[src/rtl/lane_init_pkg.sv]
package lane_init_pkg;
  typedef enum logic [1:0] {
    ST_WAIT  = 2'd0,
    ST_COUNT = 2'd1,
    ST_ARMED = 2'd2,
    ST_DONE  = 2'd3
  } init_st_e;

  function automatic logic term_wanted(input logic alt, input init_st_e st);
    return alt && (st == ST_WAIT || st == ST_DONE);
  endfunction
endpackage

[src/rtl/lane_cond_decode.sv]
module lane_cond_decode (
  input  logic mode_alt,
  input  logic line_p,
  input  logic line_n,
  input  logic wake_det,
  output logic qual_cond,
  output logic rest_ok
);
  logic stop_lvl;
  always_comb begin
    stop_lvl  = line_p & line_n;
    qual_cond = mode_alt ? wake_det : stop_lvl;
    rest_ok   = stop_lvl & ~wake_det;
  end
endmodule

[src/rtl/lane_qual_timer.sv]
module lane_qual_timer #(
  parameter int CNT_W = 24
) (
  input  logic             clk,
  input  logic             rst_n,
  input  logic             run,
  input  logic [CNT_W-1:0] thr,
  output logic             hit
);
  localparam logic [CNT_W-1:0] CNT_MAX = {CNT_W{1'b1}};
  logic [CNT_W-1:0] cnt_q;

  always_ff @(posedge clk) begin
    if (!rst_n || !run)        cnt_q <= '0;
    else if (cnt_q != CNT_MAX) cnt_q <= cnt_q + 1'b1;
  end

  assign hit = run && (cnt_q >= thr);
endmodule

[src/rtl/lane_init_fsm.sv]
module lane_init_fsm
  import lane_init_pkg::*;
(
  input  logic     clk,
  input  logic     rst_n,
  input  logic     mode_alt,
  input  logic     qual_cond,
  input  logic     rest_ok,
  input  logic     hit,
  output logic     run,
  output init_st_e state
);
  init_st_e nxt;

  assign run = qual_cond && (state == ST_WAIT || state == ST_COUNT);

  always_comb begin
    nxt = state;
    unique case (state)
      ST_WAIT, ST_COUNT: begin
        if (!qual_cond)  nxt = ST_WAIT;
        else if (hit)    nxt = mode_alt ? ST_ARMED : ST_DONE;
        else             nxt = ST_COUNT;
      end
      ST_ARMED: if (rest_ok) nxt = ST_DONE;
      ST_DONE:  nxt = ST_DONE;
      default:  nxt = ST_WAIT;
    endcase
  end

  always_ff @(posedge clk) begin
    if (!rst_n) state <= ST_WAIT;
    else        state <= nxt;
  end

  // without the qualifying condition the block stays idle
  p_wait_hold_r4: assert property (@(posedge clk) disable iff (!rst_n)
    (state == ST_WAIT && !qual_cond) |=> state == ST_WAIT);
  p_drop_restart_r3: assert property (@(posedge clk) disable iff (!rst_n)
    (state == ST_COUNT && !qual_cond) |=> state == ST_WAIT);
  p_armed_hold_r5: assert property (@(posedge clk) disable iff (!rst_n)
    (state == ST_ARMED && !rest_ok) |=> state == ST_ARMED);
  p_lp_no_armed_r5: assert property (@(posedge clk) disable iff (!rst_n)
    !mode_alt |-> state != ST_ARMED);
endmodule

[src/rtl/lane_term_ctrl.sv]
module lane_term_ctrl
  import lane_init_pkg::*;
(
  input  logic     mode_alt,
  input  init_st_e state,
  output logic     term_en
);
  assign term_en = term_wanted(mode_alt, state);
endmodule

[src/rtl/lane_rx_init_det.sv]
module lane_rx_init_det
  import lane_init_pkg::*;
#(
  parameter int CNT_W = 24
) (
  input  logic             clk,
  input  logic             rst_n,
  input  logic             mode_alt,
  input  logic             line_p,
  input  logic             line_n,
  input  logic             wake_det,
  input  logic [CNT_W-1:0] init_cycles,
  output logic             init_done,
  output logic             term_en,
  output logic [1:0]       init_state
);
  logic     qual_cond, rest_ok, run, hit;
  init_st_e st;

  lane_cond_decode u_dec (
    .mode_alt(mode_alt), .line_p(line_p), .line_n(line_n),
    .wake_det(wake_det), .qual_cond(qual_cond), .rest_ok(rest_ok)
  );

  lane_qual_timer #(.CNT_W(CNT_W)) u_tmr (
    .clk(clk), .rst_n(rst_n), .run(run), .thr(init_cycles), .hit(hit)
  );

  lane_init_fsm u_fsm (
    .clk(clk), .rst_n(rst_n), .mode_alt(mode_alt), .qual_cond(qual_cond),
    .rest_ok(rest_ok), .hit(hit), .run(run), .state(st)
  );

  lane_term_ctrl u_term (.mode_alt(mode_alt), .state(st), .term_en(term_en));

  assign init_done  = (st == ST_DONE);
  assign init_state = st;

  p_done_sticky_r8: assert property (@(posedge clk) disable iff (!rst_n)
    init_done |=> init_done);
  p_term_quiet_r6: assert property (@(posedge clk) disable iff (!rst_n)
    (init_state == 2'd1 || init_state == 2'd2) |-> !term_en);
  p_term_lp_off_r6: assert property (@(posedge clk) disable iff (!rst_n)
    !mode_alt |-> !term_en);
  p_stable_after_done_r8: assert property (@(posedge clk) disable iff (!rst_n)
    init_done |=> $stable(init_state));
endmodule

[config.mk]
export PLATFORM = sky130hd
export DESIGN_NAME = lane_rx_init_det
export DESIGN_NICKNAME = d
export VERILOG_FILES = /design/src/rtl/lane_init_pkg.sv /design/src/rtl/lane_cond_decode.sv /design/src/rtl/lane_qual_timer.sv /design/src/rtl/lane_init_fsm.sv /design/src/rtl/lane_term_ctrl.sv /design/src/rtl/lane_rx_init_det.sv
export SDC_FILE = /design/constraint.sdc
export NUM_CORES = 1
export LEC_CHECK = 0
export BUFFER_PORTS_ARGS = -buffer_cell sky130_fd_sc_hd__buf_2
export CAP_MARGIN = 10
export CELL_PAD_IN_SITES_DETAIL_PLACEMENT = 1
export CELL_PAD_IN_SITES_GLOBAL_PLACEMENT = 2
export CORE_UTILIZATION = 35
export DETAILED_ROUTE_END_ITERATION = 16
export PLACE_DENSITY_LB_ADDON = 0.12
export SKIP_CTS_REPAIR_TIMING = 1
export SLEW_MARGIN = 20
export SYNTH_ARGS = -nofsm -noshare
export SYNTH_HDL_FRONTEND = slang
export SYNTH_SLANG_ARGS = --single-unit
[constraint.sdc]
create_clock -name clk -period 4 [get_ports clk]
set_input_delay 0.4 -clock clk [delete_from_list [all_inputs] [get_ports clk]]
set_output_delay 0.4 -clock clk [all_outputs]
set_load 0.01 [all_outputs]
==> impl_metrics.csv <==
group,metric,value,unit
finish,layout-drive-gt1-share,16.0,%
worst_hold_path,whs_path_depth,3,
logic_synthesis,synth_largest_area_cell,"dfxtp_1",
global_routing,grt-ovfl-total,0,
logic_synthesis,synth_edf_count,0,
logic_synthesis,synth-xor-area-share,2.18,%
place,dpl.hpwl,3970,microns
timing,fmax,435,MHz
timing,rsz0062_at_grt,"false",
logic_synthesis,synthMuxAreaShare,0.498,%
route,wl,4950,microns
logic_synthesis,yosysSeqAreaShare,25.9,%
cts,clock_latency,0.28,ns
power,ir_drop,0.178,mV
logic_synthesis,synth.top_cell.area_share,25.9,%
logic_synthesis,synth_area_leaders,"dfxtp_1 26%, ha_1 18%, inv_1 5.8%",
logic_synthesis,async_reset_ff_share,0,%
worst_setup_path,crit_type,"flip-flop to flip-flop",
logic_synthesis,synth_seq_cells,26,
cts,clk_transition_reported_paths,0.10,ns
logic_synthesis,yosys_warnings,0,
logic_synthesis,yosysUniqueCellTypes,45,
place,post-place-ws,1.69,ns
route,ant_nets,0,
floorplan,io-pin-count,34,
timing,worst_pin_slew,0.631,ns
route,drtIter0Drc,52,
floorplan,core_area,5540,sq um
timing,setup_viol,0,
cts,cts_root_buffer,"clkbuf_8",
run,cap_violations,0,
finish,final_area,2300,sq um
worst_setup_path,crit_required,4.20,ns
timing,setup_ws,1.70,ns
global_routing,antenna_found_initial,0,
cts,cts_buffers,3,
worst_setup_path,crit_family,"simple AND/OR/NAND/NOR gates",
worst_setup_path,cpMaxStageDelayCell,"nor4_2",
global_routing,grt_max_degree,23,
floorplan,num_rows,27,
place,place_area,2250,sq um
floorplan,die_h,77.8,microns
worst_setup_path,start_kind,"flip-flop",
timing,final-max-slew-violation-count,0,
floorplan,dieArea,6060,sq um
power,power_density,215,nW/um^2
logic_synthesis,ys.flop_type,"dfxtp_1",
timing,timing_hold_violations_final,0,
worst_setup_path,reg2reg_depth,7,
worst_setup_path,cpPeakStageDelay,0.63,ns
status,status,"complete, no violations",
place,port_buffers,33,
place,gp_congestion,0.747,
route,num_vias,1873,
global_routing,grt_pass1_wl,8730,microns
finish,fin_util,41.6,%
timing,finClkSkew,0.0108,ns
cts,cts_sinks,26,
finish,insertedDiodeCount,0,
worst_setup_path,worstPathArrival,2.49,ns
global_routing,grt.total_usage,17.8,%
logic_synthesis,synth_compound_area_share,22.9,%
worst_setup_path,crit_chain,"ha_1, and2_1, nand3_1, nor4_2, buf_4, inv_1, a211oi_1",
cts,cts_tree,"done",
worst_setup_path,worstSetupEndpointType,"flip-flop",
finish,nets,341,
power,p_leak,0.950,nW
cts,clockBufferDepth,2,
floorplan,start_util,36.3,%
logic_synthesis,synth_top_family_by_area,"simple AND/OR/NAND/NOR gates",
worst_setup_path,path_depth,7,
finish,synthToLayoutAreaGrowth,14.6,%
logic_synthesis,synthAdderAreaFrac,18.0,%
logic_synthesis,yosysMostFrequentCell,"inv_1",
route,dr.pass1.iters,4,
logic_synthesis,synth_cells,250,
logic_synthesis,syn_area,2010,sq um
worst_setup_path,crit_buf_inv,2,
timing,maxSlewHeadroom,57.6,%
logic_synthesis,synth_nets,309,
route,drcViolationCount,0,
logic_synthesis,yosys.area_share.simple,23.2,%
worst_setup_path,cp_max_fo,13,
route,drt-wirelength-per-cell,14.0,microns
finish,fill_cells,695,
timing,fin_tns_setup,0,ns
cts,h-tree-depth,1,
logic_synthesis,synth_common_cells,"31 x inv_1, 29 x ha_1, 26 x dfxtp_1, 21 x a21oi_1, 19 x o21ai_0",
worst_hold_path,hp-class,"input port to flip-flop",
route,viasPerCell,5.31,
floorplan,die_w,77.8,microns
global_routing,grt_pass1_vias,1930,
timing,period_needed,2.30,ns
logic_synthesis,syn_avg_cell_area,8.05,sq um
timing,finalCritPeriodShare,57.4,%
[worst paths after layout]
path	start	end	slack, ns
setup / recovery	u_tmr.cnt_q[1]	u_tmr.cnt_q[2]	1.70
hold / removal	rst_n	u_fsm.state[1]	0.39
setup reg to reg	u_tmr.cnt_q[1]	u_tmr.cnt_q[2]	1.70
hold reg to reg	u_tmr.cnt_q[19]	u_tmr.cnt_q[19]	0.52
[report_power, final]
part | total [mW] | switching (mW) | internal, mW
clock | 0.182 | 0.0932 | 0.0884
sequential | 0.262 | 0.00153 | 0.260
combinational | 0.0530 | 0.0282 | 0.0248
[metrics by stage]
stage | hold slack, ns | instances | power [mW]
after floorplan | 0.463 | 250 | 0.297
after global placement | 0.490 | 349 | 0.320
after detailed placement | 0.503 | 349 | 0.322
after CTS | 0.380 | 353 | 0.506
after global routing | 0.393 | 353 | 0.520
final | 0.389 | 353 | 0.496
[cells in the final DEF, fill, tap and decap left out, types with 4 or more instances in the layout]
| cell type | instances |
|---|---|
| xnor2_1 | 5 |
| a21oi_1 | 21 |
| ha_1 | 29 |
| buf_2 | 33 |
| a211oi_1 | 4 |
| nand3_1 | 11 |
| o211ai_1 | 4 |
| or3_1 | 11 |
| nor2_1 | 15 |
| dfxtp_1 | 26 |
| clkbuf_8 | 4 |
| nand2_1 | 15 |
| nand4_1 | 6 |
| o21ai_0 | 19 |
| inv_1 | 31 |
[cell type report]
cell class	count	area, sq um	area share, %
clock buffer	4	55.1	2.39
timing repair buffer	34	173	7.49
inverter	31	116	5.05
multi-input combinational	186	1350	58.6
sequential	26	520	22.6
tap	72	90.1	3.91
[cell families (layout without fill, tap and decap cells)]
group           Yosys count  after routing
flops                    26             26
buf+inv                  38             69
xor+xnor                  5              5
fa+ha+maj                29             29
simple gates             85             85
compound gates           66             66
mux                       1              1
[flip-flops by register name, summed over array words and instances (netlist names)]
register     cells
u_tmr.cnt_q     24
u_fsm.state      2
[worst min-delay path: stages]
cell	delay [ns]
buf_2	0.12
o211ai_1	0.08
nor2_1	0.04
[layer usage]
metal,track usage [%],wire (microns)
met1,23.0,2500
met2,31.1,2290
met3,2.47,115
met4,3.96,38
met5,0,0
Power figures use the tool's default switching activity.
